===== src/rtl/reg_stack.sv =====
module reg_stack #(
  parameter int DW = 8,
  parameter int AW = 6
) (
  input  logic          clk,
  input  logic          rst_n,
  input  logic          push_req,
  input  logic          pop_req,
  input  logic [DW-1:0] push_data,
  output logic [DW-1:0] pop_data,
  output logic          pop_valid,
  output logic [AW-1:0] sp,
  output logic          full,
  output logic          empty,
  output logic          err
);
  localparam int DEPTH = 1 << AW;

  logic [DW-1:0] mem [DEPTH];

  wire          do_push = push_req & ~pop_req & ~full;
  wire          do_pop  = pop_req & ~push_req & ~empty;
  wire          bad     = (push_req & pop_req) | (push_req & full) | (pop_req & empty);
  wire [AW-1:0] sp_up   = sp + 1'b1;
  wire [AW-1:0] sp_dn   = sp - 1'b1;

  always_ff @(posedge clk) begin
    if (do_push) mem[sp_up] <= push_data;
  end

  always_ff @(posedge clk or negedge rst_n) begin
    if (!rst_n) begin
      sp        <= '0;
      full      <= 1'b0;
      empty     <= 1'b1;
      err       <= 1'b0;
      pop_valid <= 1'b0;
      pop_data  <= '0;
    end else begin
      err       <= bad;
      pop_valid <= do_pop;
      if (do_push) begin
        sp    <= sp_up;
        empty <= 1'b0;
        if (sp_up == '0) full <= 1'b1;
      end else if (do_pop) begin
        pop_data <= mem[sp];
        sp       <= sp_dn;
        full     <= 1'b0;
        if (sp_dn == '0) empty <= 1'b1;
      end
    end
  end


  flags_excl_chk: assert property (@(posedge clk) disable iff (!rst_n)
    !(full && empty));


  push_step_chk: assert property (@(posedge clk) disable iff (!rst_n)
    (push_req && !pop_req && !full) |=> (sp == AW'($past(sp) + 1'b1)) && !empty);


  pop_valid_chk: assert property (@(posedge clk) disable iff (!rst_n)
    (pop_req && !push_req && !empty) |=> pop_valid);


  push_full_chk: assert property (@(posedge clk) disable iff (!rst_n)
    (push_req && !pop_req && full) |=> err && $stable(sp) && full);


  pop_empty_chk: assert property (@(posedge clk) disable iff (!rst_n)
    (pop_req && !push_req && empty) |=> err && $stable(sp) && !pop_valid);


  both_req_chk: assert property (@(posedge clk) disable iff (!rst_n)
    (push_req && pop_req) |=> err && $stable(sp) && !pop_valid);
endmodule


===== config.mk =====
export PLATFORM = sky130hd
export DESIGN_NAME = reg_stack
export DESIGN_NICKNAME = d
export VERILOG_FILES = /design/src/rtl/reg_stack.sv
export SDC_FILE = /design/constraint.sdc
export NUM_CORES = 1
export LEC_CHECK = 0
export BUFFER_PORTS_ARGS = -buffer_cell sky130_fd_sc_hd__buf_2
export CORE_ASPECT_RATIO = 0.9
export CORE_MARGIN = 2
export CORE_UTILIZATION = 65
export DETAILED_ROUTE_END_ITERATION = 10
export PLACE_DENSITY = 0.88
export SETUP_SLACK_MARGIN = 0.1
export SYNTH_ARGS = -nofsm -noshare
export SYNTH_HDL_FRONTEND = slang
export SYNTH_SLANG_ARGS = --single-unit

===== constraint.sdc =====
create_clock -name clk -period 7.25 [get_ports clk]
set_input_delay 1.45 -clock clk [delete_from_list [all_inputs] [get_ports clk]]
set_output_delay 1.45 -clock clk [all_outputs]
set_load 0.02 [all_outputs]

==> flow_summary.ini, run 1 <==
[run_status]
status = finished clean

[sta]
timing.final.max_slew_violations = 0
clock-skew-final_ps = 15.8
finalSetupTns_ps = 0
finalSetupViolCount = 0
setup_repair_after_global_routing_missed_its_margin = no
finalHoldViolations = 0
worst-slew-pin-transition_ps = 1010
post-route-period-util_pct = 52.8
maxSlewHeadroom_pct = 32.9
period_minus_slack_ps = 3830
max_clock_freq_mhz = 261

[clock_network]
cts_setup_buffers = 0
clock-sinks = 530
clock_latency_ps = 560
total_number_of_h_tree_levels = 2
cts_tree = yes
clk_transition_reported_paths_ps = 60
postCtsHoldBufs = 0
clock_path_buffers = 3
cts_resized = 0
cts-buffers-inserted = 51
root_driver = sky130_fd_sc_hd__clkbuf_16

[cells_and_area]
fill_cells = 1736
finalNetCount = 1130
area_occupied_by_multi_input_gates_um2 = 4700
sequential_cell_area_um2 = 15800
final_layout_size_suffix_gt1_share_pct = 19.2
n_antenna_cell = 0
area.growth.synth_to_final_pct = 9.51

[setup_path]
worst_case_reg_to_reg_path_depth = 5
max_stage_delay_ps = 840
worstSetupPathType = reg -> reg
endpoint_kind = register
crit_required_ps = 7430
worstPathMaxFanout = 112
timing.rr.end = mem[38][1]
critical_path_arrival_ps = 4010
timing.critical_path.slowest_stage_cell = sky130_fd_sc_hd__nor2_1
r2r_slack_ps = 3420
worst_setup_path_start_kind = register
crit_chain = buf_12 -> inv_1 -> ha_1 -> nand3_1 -> nor2_1
worstReg2RegStart = sp[0]

[synthesis]
synth_area_leader_cell = sky130_fd_sc_hd__edfxtp_1
asyncSetResetFlopFracSynth_pct = 3.40
simple_gate_portion_of_the_synthesized_area_pct = 3.99
synth_top_cells_by_area = sky130_fd_sc_hd__edfxtp_1 73%, sky130_fd_sc_hd__mux4_2 10%, sky130_fd_sc_hd__mux2i_1 3.4%
synthAdderAreaFrac_pct = 0.239
synth_xor_xnor_area_share_pct = 0.459
synth_ff_type = sky130_fd_sc_hd__edfxtp_1
yosysMostFrequentCell = sky130_fd_sc_hd__edfxtp_1
syn_area_per_cell_um2 = 19.4
mappedNetlistNets = 1095
synth.yosys.seq_area_share_pct = 75.4
synth.mux.area_fraction_pct = 13.7
yosys_warnings = 0
synth.cell_area_um2 = 21000
synth_edf_count = 512
number_of_storage_elements_in_the_synthesis_netlist = 530
netlist_instances = 1079
synth_top_cells_by_count = 512 x sky130_fd_sc_hd__edfxtp_1, 96 x sky130_fd_sc_hd__mux4_2, 90 x sky130_fd_sc_hd__nor2_1
main_combinational_cell_family_by_area_after_synthesis = multiplexers
synth_top_area_share_pct = 73.3
synth_compound_gate_area_share_pct = 4.03
synth_cell_type_count = 44

[route]
drc_errors = 0
wl_per_cell_um = 30.3
wl_um = 47600
first_pass_iters = 6
detailroute.via_count = 11100
detail-route-antenna-nets = 0
via_per_inst = 7.04
drt-initial-drc-count = 1585

[hold_path]
worstHoldPathType = reg -> reg
origin_of_the_worst_min_delay_path = empty
hold_end = empty
cells_on_worst_hold_path = 2

[global_routing]
antenna_found_initial = 0
grt_start_max_net_pins = 113
grt_remaining_overflow = 0
first_global_vias = 11100
grt_first_pass_wirelength_um = 71400
grtUsageTotal_pct = 29.0

[job]
max-cap-violations = 0

[die]
io_count = 30
dieWidth_um = 193
die_h_um = 174
num_rows = 62
initial_core_util_pct = 65.8
dieArea_um2 = 33700
floorplan.core_area_um2 = 31900

[pwr]
ir_drop_worst_case_vdd_v = 0.000327
power_per_cell_area_nw_per_um2 = 369
power.total_mw = 8.49
total_leakage_power_nw = 7.40

[placed_design]
detailed_place_hpwl_um = 27000
io_buffer_count = 29
gp_congestion = 0.878
==> layer usage <==
layer  vias up  share of wire, %  GRT usage, %
met2       955                46          43.8
met5         -                 0             0
met3       146                13          5.94
li1       4444                 -             -
met1      5505                37          42.0
met4         0               4.7          12.7
==> cells by family after synthesis <==
logic type	count (synthesis)
mux	167
simple gates	187
xor+xnor	11
compound gates	116
fa+ha+maj	4
buf+inv	64
flops	530
==> worst max-delay path, delay by kind of cell (launching register included) <==
family | cells | cell delay [ps]
simple gates | 2 | 1530
flops | 1 | 640
fa+ha+maj | 1 | 480
buf+inv | 2 | 740
==> worst max-delay path by stage <==
stage                 start    endpoint  slack (ps)
floorplan           pop_req  mem[10][0]        4050
global placement    pop_req  mem[38][1]        3140
detailed placement  pop_req   mem[2][2]        2990
CTS                   sp[0]  mem[38][1]        3370
global route          sp[0]  mem[38][1]        3200
finish                sp[0]  mem[38][1]        3420
==> cells in the final DEF, fill, tap and decap left out, drive strengths merged, types with 7 or more instances in the layout <==
master,count
a211o,7
a211oi,17
a21oi,19
a22oi,18
a41oi,8
buf,42
clkbuf,65
clkinv,19
dfrtp,17
edfxtp,512
inv,7
mux2i,71
mux4,96
nand2,44
nand3,12
nor2,91
nor2b,21
o2111a,7
o22ai,17
o311ai,8
o31ai,8
xnor2,7
==> registers in the layout, indices dropped and copies added, names as in the netlist <==
signal,flops
empty,1
err,1
full,1
mem,512
pop_data,8
pop_valid,1
sp,6
==> metrics by stage <==
stage	util [%]	std cells	area (µm²)	setup slack, ps	hold WS (ps)
floorplan	-	1079	21000	4050	574
global placement	66.9	1477	21300	3140	545
detailed placement	66.9	1477	21300	2990	574
CTS	72.1	1570	23000	3370	583
global route	72.1	1570	23000	3200	606
finish	72.1	1570	23000	3420	577
==> area by class of cell <==
| type | count | share of cell area [%] |
|---|---|---|
| flip-flops and latches | 530 | 68.9 |
| well taps | 416 | 2.27 |
| clock buffers | 65 | 5.97 |
| inverters | 4 | 0.0654 |
| repair buffers | 42 | 1.11 |
| clock inverters | 28 | 1.19 |
| multi-input cells | 485 | 20.5 |
==> power by group <==
group	leakage (nW)	internal (mW)	total, mW	switching (mW)
registers	4.82	3.48	3.65	0.169
logic	1.77	0.883	2.21	1.33
clock network	0.807	1.52	2.62	1.11
total	7.40	5.88	8.49	2.61
No activity file was read; power rests on OpenSTA's default activity.
==> inputs of run 2 (changes only) <==
Settings changed: CORE_UTILIZATION 65 to 56, PLACE_DENSITY 0.88 to 0.81.
Clock period 7.25 ns to 3.16 ns, I/O delays scaled along.
==> flow_summary.ini, run 2 (same netlist as run 1, synthesis figures left out) <==
[route]
first_pass_iters = 5
wl_per_cell_um = 27.4
detailroute.via_count = 10900
wl_um = 47200
detail-route-antenna-nets = 0
drt-initial-drc-count = 1406
drc_errors = 0
via_per_inst = 6.33

[global_routing]
grt_start_max_net_pins = 65
grt_remaining_overflow = 0
antenna_found_initial = 7
grt_first_pass_wirelength_um = 70400
first_global_vias = 11000
grtUsageTotal_pct = 24.5

[cells_and_area]
largest_reg_flops = 512
final_layout_size_suffix_gt1_share_pct = 24.6
fill_cells = 2403
layout.cells.most_common = sky130_fd_sc_hd__edfxtp_1
finalNetCount = 1213
area.growth.synth_to_final_pct = 12.7
layout_top_registers = mem (512), pop_data (8), sp (6)
postLayoutCoreUtil_pct = 63.8
n_antenna_cell = 0
most-common-layout-cells = 512 x sky130_fd_sc_hd__edfxtp_1, 96 x sky130_fd_sc_hd__mux4_2, 92 x sky130_fd_sc_hd__buf_4
regMostFlops = mem

[pwr]
power_per_cell_area_nw_per_um2 = 812
cell_internal_pwr_mw = 13.3
seq_power_share_pct = 43.2
comb_power_share_pct = 27.3
share_clk_of_total_power_pct = 29.4
net-switching-power_mw = 5.90
power_switching_share_pct = 30.7
total_leakage_power_nw = 7.82
ir_drop_worst_case_vdd_v = 0.000589

[sta]
worst-slew-pin-transition_ps = 879
finalSetupTns_ps = 0
finalSetupViolCount = 0
post-route-period-util_pct = 92.0
timing.final.max_slew_violations = 0
final_critical_path_setup_slack_ps = 254
period_minus_slack_ps = 2910
finalHoldViolations = 0
setup_repair_after_global_routing_missed_its_margin = no
maxSlewHeadroom_pct = 40.5
clock-skew-final_ps = 19.1
max_clock_freq_mhz = 344

[clock_network]
cts_setup_buffers = 0
clock-sinks = 530
cts_tree = yes
total_number_of_h_tree_levels = 2
clk_transition_reported_paths_ps = 60
root_driver = sky130_fd_sc_hd__clkbuf_16
clock_path_buffers = 3
clock_latency_ps = 580
cts-buffers-inserted = 50
postCtsHoldBufs = 0
cts_resized = 0

[placed_design]
gp_congestion = 0.878
detailed_place_hpwl_um = 29100
placement.setup.worst_slack_ps = 382
io_buffer_count = 29

[hold_path]
worstHoldPathType = in -> async

[setup_path]
critical_path_arrival_ps = 3300
crit_required_ps = 3560
worstSetupPathType = reg -> reg
worstPathMaxFanout = 34
r2r_slack_ps = 250
endpoint_kind = register
worst_setup_path_start_kind = register

[die]
initial_core_util_pct = 56.6
floorplan.core_area_um2 = 37100
io_count = 30
dieArea_um2 = 39000
dieWidth_um = 208
num_rows = 67
die_h_um = 188

[run_status]
status = finished clean

[job]
max-cap-violations = 0
[run 2: changes by cell type in the layout (fill, tap and decap cells not counted), sizes merged]
| cell | delta |
|---|---|
| inv | -2 |
| buf | +84 |
| bufinv | -3 |
| clkbuf | -4 |
| clkinv | +9 |
[run 2: stage by stage]
| stage | cells | hold WS [ps] | area [µm²] | power (mW) |
|---|---|---|---|---|
| final | 1721 | 31.0 | 23600 | 19.2 |
| after global placement | 1628 | 534 | 22100 | 13.5 |
| after global routing | 1721 | 45.3 | 23600 | 19.9 |
| after detailed placement | 1628 | 576 | 22100 | 13.6 |
| after floorplan | 1079 | 336 | 21000 | 12.2 |
| after CTS | 1721 | 31.6 | 23600 | 19.2 |
[run 2: layout make-up]
class / count / area, µm² / area share (%)
flip-flops and latches: 530 / 15800 / 67.0
multi-input cells: 485 / 4700 / 19.9
clock buffers: 61 / 1340 / 5.68
repair buffers: 126 / 936 / 3.96
well taps: 483 / 604 / 2.56
clock inverters: 32 / 203 / 0.857
inverters: 4 / 15.0 / 0.0635
[run 2: power groups by stage]
| stage | sequential, mW | clock [mW] | combinational [mW] |
|---|---|---|---|
| 2_1_floorplan | 8.32 | 0 | 3.92 |
| 3_3_place_gp | 8.42 | 0 | 5.06 |
| 3_5_place_dp | 8.44 | 0 | 5.17 |
| 4_1_cts | 8.29 | 5.74 | 5.22 |
| 5_1_grt | 8.32 | 6.00 | 5.55 |
| 6_report | 8.30 | 5.65 | 5.25 |
[run 2: critical path, cell delays in order (launching register included)]
cell and delay [ps]:
sky130_fd_sc_hd__dfrtp_4 680, sky130_fd_sc_hd__buf_4 510, sky130_fd_sc_hd__buf_4 400, sky130_fd_sc_hd__mux4_2 370, sky130_fd_sc_hd__a22oi_1 450, sky130_fd_sc_hd__o2111a_1 260, sky130_fd_sc_hd__a41oi_1 50
[run 2: worst paths after layout]
| path | startpoint | end | depth (start not counted) |
|---|---|---|---|
| hold reg to reg | full | full | 2 |
| setup / recovery | sp[1] | pop_data[2] | 6 |
| max in group asynchronous | rst_n | sp[1] | 1 |
| hold / removal | rst_n | sp[5] | 1 |
| setup reg to reg | sp[1] | pop_data[2] | 6 |
| min in group clk | pop_req | err | 3 |
[run 2: metal layers]
layer	track usage (%)	up-vias	wire (µm)
met2	37.3	616	22100
li1	-	4611	-
met3	6.98	118	5040
met4	9.36	8	1730
met1	34.0	5533	18200
met5	0	-	57
==> inputs of run 3 (changes only) <==
Settings changed: RECOVER_POWER from default to 100, SETUP_SLACK_MARGIN 0.1 to 0.02.
==> flow_summary.ini, run 3 (same netlist as run 1, synthesis figures left out) <==
[cells_and_area]
regMostFlops = mem
n_antenna_cell = 0
layout.cells.most_common = sky130_fd_sc_hd__edfxtp_1
largest_reg_flops = 512
finalNetCount = 1213
most-common-layout-cells = 512 x sky130_fd_sc_hd__edfxtp_1, 96 x sky130_fd_sc_hd__mux4_2, 90 x sky130_fd_sc_hd__nor2_1
final_layout_size_suffix_gt1_share_pct = 19.6
layout_top_registers = mem (512), pop_data (8), sp (6)
area.growth.synth_to_final_pct = 11.4

[global_routing]
first_global_vias = 11000
grt_start_max_net_pins = 65
grt_remaining_overflow = 0
grtUsageTotal_pct = 24.5
antenna_found_initial = 6
grt_first_pass_wirelength_um = 70400

[sta]
maxSlewHeadroom_pct = -22.1
finalSetupViolCount = 0
timing.final.max_slew_violations = 277
max_clock_freq_mhz = 343
clock-skew-final_ps = 18.6
worst-slew-pin-transition_ps = 1830
post-route-period-util_pct = 92.4
finalHoldViolations = 0
setup_repair_after_global_routing_missed_its_margin = no
timing.hold.ws_ps = 318
finalSetupTns_ps = 0
period_minus_slack_ps = 2920

[die]
die_h_um = 188
num_rows = 67
dieWidth_um = 208
initial_core_util_pct = 56.6
floorplan.core_area_um2 = 37100
io_count = 30
dieArea_um2 = 39000

[clock_network]
cts_setup_buffers = 0
clk_transition_reported_paths_ps = 60
cts-buffers-inserted = 50
postCtsHoldBufs = 0
cts_tree = yes
clock_latency_ps = 570
total_number_of_h_tree_levels = 2
clock-sinks = 530
cts_resized = 0
clock_path_buffers = 3
root_driver = sky130_fd_sc_hd__clkbuf_16

[pwr]
total_leakage_power_nw = 7.57
power_per_cell_area_nw_per_um2 = 819
ir_drop_worst_case_vdd_v = 0.000587

[setup_path]
worstSetupPathType = reg -> reg
crit_chain = ha_1 -> nand3_1 -> xnor2_1 -> nand2_1 -> nor2_1 -> clkbuf_1
timing.rr.end = mem[29][5]
endpoint_kind = register
r2r_slack_ps = 240
worst_setup_path_start_kind = register
worstPathMaxFanout = 21
timing.critical_path.slowest_stage_cell = sky130_fd_sc_hd__dfrtp_4
worstPathBufferInverterCount = 1
crit_required_ps = 3360
crit_family = simple AND/OR/NAND/NOR gates
worstReg2RegStart = sp[0]
max_stage_delay_ps = 680
worst_case_reg_to_reg_path_depth = 6
critical_path_arrival_ps = 3120

[route]
wl_per_cell_um = 27.5
detail-route-antenna-nets = 0
via_per_inst = 6.36
detailroute.via_count = 10900
wl_um = 47300
first_pass_iters = 7
drt-initial-drc-count = 1313
drc_errors = 0

[run_status]
status = finished with violations
violations_in_the_final_reports = capacitance limit, slew limit

[placed_design]
detailed_place_hpwl_um = 29100
gp_congestion = 0.878
io_buffer_count = 29

[job]
max-cap-violations = 7

[hold_path]
worstHoldPathType = in -> async
==> run 3: layout make-up <==
| type | instances | area, µm² |
|---|---|---|
| Clock buffer | 61 | 1340 |
| Clock inverter | 32 | 203 |
| Fill cell | 2478 | 13700 |
| Inverter | 4 | 15.0 |
| Multi-Input combinational cell | 485 | 4700 |
| Sequential cell | 530 | 15800 |
| Tap cell | 483 | 604 |
| Timing Repair Buffer | 126 | 671 |
==> run 3: where the power goes <==
| group | switching (mW) | internal (mW) |
|---|---|---|
| Sequential | 0.322 | 7.99 |
| Combinational | 3.09 | 2.09 |
| Clock | 2.47 | 3.18 |
==> run 3: routing by layer <==
layer / vias up / share of wire, % / wire length [µm] / global-route usage, %
met4: 10 / 3.9 / 1850 / 9.36
met3: 127 / 11 / 5260 / 6.98
met1: 5555 / 38 / 17900 / 34.0
li1: 4624 / - / - / -
met5: - / 0.15 / 69 / 0
met2: 626 / 47 / 22200 / 37.3
==> run 3: per-stage QoR <==
step	setup WS, ps	cell area (µm²)	util (%)	std cells	power (mW)
global route	99.9	23400	63.1	1721	19.8
global placement	426	22100	59.6	1628	13.5
floorplan	284	21000	-	1079	12.2
detailed placement	382	22100	59.6	1628	13.6
CTS	345	23600	63.8	1721	19.2
finish	241	23400	63.1	1721	19.1
==> run 3: worst max-delay path by stage <==
stage	from	to	slack, ps	cells past startpoint
after floorplan	sp[0]	mem[15][0]	280	10
after global routing	sp[1]	mem[61][4]	100	6
final	sp[0]	mem[29][5]	240	6
after CTS	sp[1]	pop_data[2]	340	6
after detailed placement	sp[1]	pop_data[1]	380	6
after global placement	sp[1]	pop_data[3]	430	6
